## config.mk

```make
export PLATFORM = sky130hd
export DESIGN_NAME = dma_abort_seq
export DESIGN_NICKNAME = d
export VERILOG_FILES = /design/src/rtl/abort_seq_pkg.sv /design/src/rtl/seq_down_counter.sv /design/src/rtl/quiesce_eval.sv /design/src/rtl/dma_abort_seq.sv
export SDC_FILE = /design/constraint.sdc
export NUM_CORES = 1
export LEC_CHECK = 0
export BUFFER_PORTS_ARGS = -buffer_cell sky130_fd_sc_hd__clkbuf_2
export CORE_MARGIN = 2
export CORE_UTILIZATION = 30
export DETAILED_ROUTE_END_ITERATION = 10
export GPL_TIMING_DRIVEN = 0
export PLACE_DENSITY = 0.73
export SYNTH_ARGS = -nofsm -noshare
export SYNTH_HDL_FRONTEND = slang
export SYNTH_SLANG_ARGS = --single-unit
export TNS_END_PERCENT = 100
```

## constraint.sdc

```tcl
create_clock -name clk -period 3.75 [get_ports clk]
set_input_delay 0.375 -clock clk [delete_from_list [all_inputs] [get_ports clk]]
set_output_delay 0.375 -clock clk [all_outputs]
set_load 0.05 [all_outputs]
```

## src/rtl/abort_seq_pkg.sv

```systemverilog
package abort_seq_pkg;
  typedef enum logic [2:0] {
    S_IDLE,
    S_DISARM,
    S_CHECK,
    S_FLUSH,
    S_LENGEN,
    S_ENOFF,
    S_ENON
  } seq_state_e;
endpackage

```

## src/rtl/seq_down_counter.sv

```systemverilog
module seq_down_counter #(
  parameter int CW = 4
) (
  input  logic          clk,
  input  logic          rst_n,
  input  logic          load,
  input  logic [CW-1:0] load_val,
  input  logic          dec,
  output logic          zero
);
  logic [CW-1:0] cnt_q, cnt_d;

  always_comb begin
    cnt_d = cnt_q;
    if (load)
      cnt_d = load_val;
    else if (dec && (cnt_q != '0))
      cnt_d = cnt_q - 1'b1;
  end

  always_ff @(posedge clk or negedge rst_n) begin
    if (!rst_n)
      cnt_q <= '0;
    else if (load || dec)
      cnt_q <= cnt_d;
  end

  assign zero = (cnt_q == '0);

  // a_r4_no_underflow (also covers R6): spending at zero leaves zero
  a_r4_no_underflow: assert property (@(posedge clk) disable iff (!rst_n)
    (zero && dec && !load) |=> zero);
endmodule

```

## src/rtl/quiesce_eval.sv

```systemverilog
module quiesce_eval #(
  parameter int STATUS_W   = 64,
  parameter int DRAIN_BIT  = 63,
  parameter int ABORT_BIT  = 62,
  parameter int ENABLE_BIT = 61,
  parameter int EMPTY_BIT  = 30
) (
  input  logic [STATUS_W-1:0] status,
  output logic                quiet
);
  logic unused_status;
  assign unused_status = ^status;

  assign quiet = !status[DRAIN_BIT] && !status[ABORT_BIT] &&
                 !status[ENABLE_BIT] && status[EMPTY_BIT];
endmodule

```

## src/rtl/dma_abort_seq.sv

```systemverilog
module dma_abort_seq
  import abort_seq_pkg::*;
#(
  parameter int STATUS_W      = 64,
  parameter int TIMEOUT_TICKS = 6,
  parameter int RETRY_MAX     = 4,
  parameter int RING_COUNT    = 256,
  parameter int LENGEN_W      = 32,
  parameter int GEN_CHECK_BIT = 18
) (
  input  logic                clk,
  input  logic                rst_n,
  input  logic                abort_req,
  input  logic                eng_disabled,
  input  logic [STATUS_W-1:0] hw_status,
  input  logic                tick,
  input  logic                shutdown,
  output logic                busy,
  output logic                flush_all,
  output logic                ptr_reset,
  output logic                lengen_wr,
  output logic [LENGEN_W-1:0] lengen_data,
  output logic                eng_enable,
  output logic                readback
);
  localparam int DL_W = $clog2(TIMEOUT_TICKS + 1);
  localparam int RT_W = $clog2(RETRY_MAX + 1);
  localparam logic [LENGEN_W-1:0] LENGEN_VAL =
    LENGEN_W'(RING_COUNT) | (LENGEN_W'(1) << GEN_CHECK_BIT);

  seq_state_e st_q, st_d;
  logic       pend_q, pend_d;
  logic       quiet, dl_zero, rt_zero;
  logic       start, dl_dec, rt_dec;

  quiesce_eval #(.STATUS_W(STATUS_W)) u_quiet (
    .status (hw_status),
    .quiet  (quiet)
  );

  assign start  = !shutdown && (st_q == S_IDLE) && (abort_req || pend_q);
  assign dl_dec = !shutdown && tick && (st_q == S_DISARM);
  assign rt_dec = !shutdown && tick && (st_q == S_CHECK) && !quiet;

  seq_down_counter #(.CW(DL_W)) u_deadline (
    .clk      (clk),
    .rst_n    (rst_n),
    .load     (start),
    .load_val (DL_W'(TIMEOUT_TICKS)),
    .dec      (dl_dec),
    .zero     (dl_zero)
  );

  seq_down_counter #(.CW(RT_W)) u_retry (
    .clk      (clk),
    .rst_n    (rst_n),
    .load     (start),
    .load_val (RT_W'(RETRY_MAX)),
    .dec      (rt_dec),
    .zero     (rt_zero)
  );

  always_comb begin
    st_d   = st_q;
    pend_d = pend_q;
    if (!shutdown) begin
      if (st_q != S_IDLE && abort_req)
        pend_d = 1'b1;
      unique case (st_q)
        S_IDLE:   if (start) begin st_d = S_DISARM; pend_d = 1'b0; end
        S_DISARM: if (eng_disabled || dl_zero) st_d = S_CHECK;
        S_CHECK:  if (quiet || rt_zero) st_d = S_FLUSH;
        S_FLUSH:  st_d = S_LENGEN;
        S_LENGEN: st_d = S_ENOFF;
        S_ENOFF:  st_d = S_ENON;
        S_ENON:   st_d = S_IDLE;
        default:  st_d = S_IDLE;
      endcase
    end
  end

  always_ff @(posedge clk or negedge rst_n) begin
    if (!rst_n) begin
      st_q   <= S_IDLE;
      pend_q <= 1'b0;
    end else if (!shutdown) begin
      st_q   <= st_d;
      pend_q <= pend_d;
    end
  end

  assign busy        = (st_q != S_IDLE);
  assign flush_all   = (st_q == S_FLUSH);
  assign ptr_reset   = (st_q == S_FLUSH);
  assign lengen_wr   = (st_q == S_LENGEN);
  assign lengen_data = LENGEN_VAL;
  assign eng_enable  = (st_q != S_ENOFF);
  assign readback    = (st_q == S_ENOFF) || (st_q == S_ENON);

  a_r3_disable_seen: assert property (@(posedge clk) disable iff (!rst_n)
    (st_q == S_DISARM && eng_disabled && !shutdown) |=> (st_q == S_CHECK));
  a_r5_quiet_flushes: assert property (@(posedge clk) disable iff (!rst_n)
    (st_q == S_CHECK && quiet && !shutdown) |=> flush_all);
  a_r7_flush_then_len: assert property (@(posedge clk) disable iff (!rst_n)
    (flush_all && !shutdown) |=> lengen_wr);
  a_r8_len_then_off: assert property (@(posedge clk) disable iff (!rst_n)
    (lengen_wr && !shutdown) |=> !eng_enable);
  a_r8_off_one_cycle: assert property (@(posedge clk) disable iff (!rst_n)
    (!eng_enable && !shutdown) |=> eng_enable);
  a_r9_busy_covers: assert property (@(posedge clk) disable iff (!rst_n)
    (flush_all || lengen_wr || readback) |-> busy);
  a_r10_freeze: assert property (@(posedge clk) disable iff (!rst_n)
    shutdown |=> $stable(st_q));
  a_r7_one_strobe: assert property (@(posedge clk) disable iff (!rst_n)
    $onehot0({flush_all, lengen_wr, !eng_enable}));
endmodule

```

After elaboration in Yosys (flattened, before gate mapping)
Index checks and enable logic that the tools add are counted.
W data, S select, Z words.

operators by class
  $add $sub $neg = 2
  multipliers = 0
  div/mod/pow operators = 0
  order comparisons = 0
  equality and inequality tests = 10
  shift operators = 0
  mux-type cells = 11
  bitwise operators = 1
  reduce and logical (&&, ||, !) cells = 34

operator list
  kind                   count
  $mux W3                7
  $pmux W3 S6            1
  $logic_and A1 B1 Y1    12
  $eq A3 B3 Y1 const B   3
  $logic_not A3 Y1       3
  $reduce_bool A3 Y1     3
  $eq A3 B2 Y1 const B   2
  $logic_or A1 B1 Y1     6
  $ne A2 B1 Y1 const B   3
  $sub A3 B1 Y3 const B  2
  $logic_not A1 Y1       5
  $reduce_and A2 Y1      2
  $reduce_and A4 Y1      1
  $reduce_bool A2 Y1     2
  $eq A3 B1 Y1 const B   1
  $mux W1                3
  $ne A3 B3 Y1 const B   1
  $not A1 Y1             1

storage, ports and cells
  bits in registers = 10
  bits in latches = 0
  bits in writable memories = 0
  memory bits (read-only) = 0
  input port bits = 70
  output and inout bits = 38
  logic and storage cells = 62
  memories kept = 0

Depth between registers and ports, before layout
  depth after elaboration = 9
  mapped depth = 5
  gate-level depth less buffers = 5

Cells and area by module
A second synthesis with hierarchy kept.

unflattened totals
  cell total of the unflattened synthesis = 112
  area, all modules = 992.2 um2

by module, submodules not included
  module            instances  cells an instance  area an instance (um2)  sequential area each (um2)
  dma_abort_seq     1          73                 596.8                   100.1
  seq_down_counter  2          19                 190.2                   75.1
  quiesce_eval      1          1                  15.0                    0.0

Worst setup path before layout
OpenSTA, ideal clock, no wires.

  kind = reg-to-output
  from = register st_q[0]
  to = output readback
  data arrival time = 1.823 ns
  data required time = 3.375 ns
  path slack = 1.552 ns
  stages on the path, launching flop included = 4
  buffers on the path = 1
  cells stage by stage = dfrtp_1 clkbuf_2 nand2b_1 a21boi_0

on the way
  word-level cells in the longest chain between the ends = 2
  elaborated cells on any way between the ends = 3
  those cells by class = 2 x eq/ne; 1 x reduce/logical

ends and longest elaborated chain
  item                      RTL line             RTL
  start: declaration        dma_abort_seq.sv:31  seq_state_e st_q, st_d;
  start signal: assignment  dma_abort_seq.sv:87  st_q <= st_d;
  $eq A3 B3 Y1              dma_abort_seq.sv:98  assign readback = (st_q == S_ENOFF) || (st_q == S_ENON);
  $logic_or A1 B1 Y1 (*)    dma_abort_seq.sv:98
  end: declaration          dma_abort_seq.sv:24  output logic readback

Every way passes the cells marked *; elsewhere a longest branch is shown, timed or not.

Worst setup path after layout
  from = register st_q[2]
  to = output ptr_reset

on the way
  word-level cells in the longest chain between the ends = 1

ends and longest elaborated chain
  item              RTL line             RTL
  $eq A3 B2 Y1      dma_abort_seq.sv:94  assign ptr_reset = (st_q == S_FLUSH);
  end: declaration  dma_abort_seq.sv:20  output logic ptr_reset,

No other way between the ends.

==> run summary <==
The total power per unit cell area came out at around 600 nW/µm². The static power due to leakage came out at 0.6413 nW. The wire length of the first global-routing pass came out at 2.739 mm. The cell total after placement came out at ~200. The standard-cell row count came out at 20. Walking the worst path, the cells encountered are clkbuf_1, nand2b_1, nor2_1, buf_4, clkbuf_2.

The number of detailed-routing iterations run before antenna repair came out at 4. The average routed wire per standard cell is 8.517 µm. The area taken by multi-input logic gates is 515.5 µm². The routed via count is 790.

Data on the critical path is required at its endpoint by between 3 and 4 ns. The critical path endpoint category is an output pin. dfrtp_1 takes more of the synthesized area than any other cell.

The fraction of registers with async set/reset is 1.000. The layout filler cell count came out at ~320. Of all nets on the critical path, the largest fanout is 10. The total negative slack for setup checks came out at 0 ns. The number of nets in the layout is ~240. Ranked by total cell area, the synthesized netlist is headed by dfrtp_1, buf_4, ha_1. Of the total synthesized cell area, the portion taken by AND, OR, NAND and NOR gates is 0.2013. The highest attainable clock frequency came out at a little over 500 MHz.

The primary flip-flop cell chosen by synthesis mapping is dfrtp_1. The reported max-cap violation count came out at 0. The number of endpoints with negative hold slack in the final report came out at 0.

Averaged over all synthesized cells, the footprint is a little under 9 µm². The detailed placement HPWL came out at about 1.4 mm. The number of max-slew violations in the final report is 0.

Entering global routing, the biggest net connects 11 pins. The number of CTS-inserted buffers came out at 3. The start-to-end type of the worst setup path is reg2out. The min-delay analysis places its worst path in the category in2reg. The number of buffer and inverter instances along the worst setup path came out at 3. The initial antenna violation count was 0.

The post-route DRC violation count is 0. The area share of the leading cell type in the synthesized netlist came out at 0.2632. STA classifies the critical path startpoint as a flip-flop.

The total clock sinks is 10. The detailed-route wire length came out at 1.729 mm. Summing every instance area after synthesis gives 950.9 µm². The total overflow left after global routing is 0. The placeable core area came out at ~3000 µm². The clock latency of the later-clocked register in the worst-skew pair is roughly 0.27 ns. The root buffer cell chosen for the clock tree is clkbuf_4. The chip height is between 60 and 70 µm. The number of global-route vias before repair was slightly below 700. The number of DRC markers in iteration 0 came out at 15.

The largest vdd supply drop came out at between 0.0003 and 0.0004 V. The per-cell via count in the routed design came out at 3.892. The largest family of logic cells by synthesized area is buffers and inverters. Grouping stages by cell kind, the critical path spends the most delay in buffers and inverters.

The initial core utilization came out at 0.3140. The final critical-path share of the clock period is 0.5266. The antenna diode count came out at 0. The number of H-tree levels came out at 1.

The sequential cell area came out at 250.2 µm². The longest clock path from root to sink contains 2 buffers. Measured along the x axis, the die boundary spans 60.30 µm. The run finished with clean final reports. The final standard cell count with taps included and fillers excluded came out at 203.

The global-route usage over all layers is 0.1007. Counting flops and latches in the post-synthesis netlist gives 10. Between clock sinks in the finished design, the worst skew comes to approximately 0.006 ns. The warning count from the yosys run came out at 0. Setup repair after global routing left no endpoint under its margin. The sequential cell area fraction in the yosys report came out at 0.2632. The top-level port count came out at ~110. In this run, synthesis inferred 0 flip-flops with an integrated enable. Of the cells placed in the final design, the portion with a size suffix greater than 1 is 0.3648.

The synthesis-to-layout area growth came out at 28.95%. The CTS tree is done. The data arrival at the endpoint of the critical path is between 1.5 and 2 ns.

The number of setup violations in the final report came out at 0. The placed instances occupy a cell area of approximately 1200 µm². The number of instances in the synthesized netlist came out at 110.

The shortest period the worst path allows is 1.975 ns. Of the total synthesized cell area, the portion taken by XOR and XNOR cells is 0. The adder-cell area share of the yosys netlist came out at 0.05263.

The total of buffers placed on input and output ports is 15. After clock tree synthesis, the clock-pin slew on the worst setup and hold paths is ~0.060 ns. The remaining antenna violation count after routing came out at 0. The area enclosed by the die boundary came out at between 3000 and 4000 µm². The compound-gate portion of the synthesized area came to 0.1289. The final standard cell area without fillers is 1226 µm². The final standard cell utilization of the core came out at 0.4050. For this design, the slowest cell found on the critical path is dfrtp_1. On the worst path, the slowest cell contributes a delay of approximately 0.4 ns.

The unique cell type count in the Yosys netlist is 34. The routability congestion estimate from global placement came out at approximately 0.75. The portion of synthesized area spent on multiplexers is 0.03289.
-- layout make-up --
type | instances | area share
plain buffers | 37 | 0.2214
clock buffers | 3 | 0.01837
inverters | 7 | 0.02143
repair buffers | 16 | 0.06939
well taps | 44 | 0.04490
multi-input cells | 86 | 0.4204
flip-flops and latches | 10 | 0.2041
-- synth_stat cells, drive strengths merged (2+ instances only) --
cell and n:
or3 3, dfrtp 10, a21oi 3, a31oi 3
o21ai 5, clkbuf 3, conb 2, nor4 3
nor2b 3, buf 34, inv 7, nor2 6
mux2i 2, o31ai 2, nand2b 4, ha 4
nand4 2
-- logic make-up (layout without fill, tap and decap cells) --
kind of cell,Yosys count,count (layout)
flops,10,10
other cells,2,32
compound gates,19,19
fa+ha+maj,4,4
mux,3,3
simple gates,28,28
buf+inv,44,63
-- flip-flops by register name, indices dropped and copies added (netlist names) --
register,count
st_q,3
u_retry.cnt_q,3
pend_q,1
u_deadline.cnt_q,3
-- worst paths after layout --
path                                        to        startpoint  slack (ns)  depth (start not counted)
max reg2reg                   u_retry.cnt_q[2]           st_q[2]        2.21                          3
min in group asynchronous     u_retry.cnt_q[0]             rst_n        0.50                          2
max                                  ptr_reset           st_q[2]        1.78                          5
max in group asynchronous  u_deadline.cnt_q[1]             rst_n        3.03                          2
min                                    st_q[2]          shutdown        0.41                          2
min reg2reg                   u_retry.cnt_q[0]  u_retry.cnt_q[0]        0.48                          1
-- metal layers --
layer / share of wire / global-route usage
met1: 0.47 / 0.1414
met2: 0.40 / 0.1568
met5: 0 / 0
met4: 0.025 / 0.04762
met3: 0.10 / 0.006494
-- power by group --
group	switching [mW]	internal, mW	total, mW
Clock	0.0373	0.0371	0.0744
Combinational	0.323	0.160	0.483
Sequential	0.0273	0.153	0.180
-- placed cells by master, fill, tap and decap left out --
cell	Yosys	routed
o21ai_0	5	5
a21oi_1	3	3
nor3b_1	1	1
nor2_1	6	6
dlygate4sd3_1	0	1
or4_4	1	1
inv_1	7	7
and2_1	1	1
nand2b_1	4	4
clkbuf_4	0	3
nor2b_1	3	3
o211ai_1	1	1
nand4_1	2	2
nand2_1	1	1
nand3b_1	1	1
ha_1	4	4
clkbuf_2	1	16
a22o_1	1	1
or3b_4	1	1
a31oi_1	3	3
a41o_1	1	1
o31ai_1	2	2
nor4_2	2	2
clkbuf_1	2	2
a21o_1	1	1
mux2i_1	2	2
mux2_1	1	1
or3_1	3	3
dfrtp_1	10	10
conb_1	2	32
nor4_1	1	1
a21boi_0	1	1
buf_4	33	33
a22oi_1	1	1
nor4b_2	1	1
buf_6	1	1
-- per-stage QoR --
stage                     setup slack, ns  total power [mW]  hold slack [ns]
final                               1.775            0.7380           0.4108
after global routing                1.666            0.8011           0.4281
after CTS                           1.765            0.7412           0.4021
after detailed placement            2.064            0.6620           0.2639
after global placement              2.077            0.6559           0.2608
after floorplan                     1.552            0.5828          0.07941
-- timing repair --
| action | in CTS | in global routing |
|---|---|---|
| endpoints found under the hold margin | 10 | 0 |
| gates resized for setup | 0 | 0 |
| setup endpoints to repair | 0 | 0 |
| setup buffers | 0 | 0 |
| hold buffers | 1 | 0 |
(Power assumes the default switching activity.)
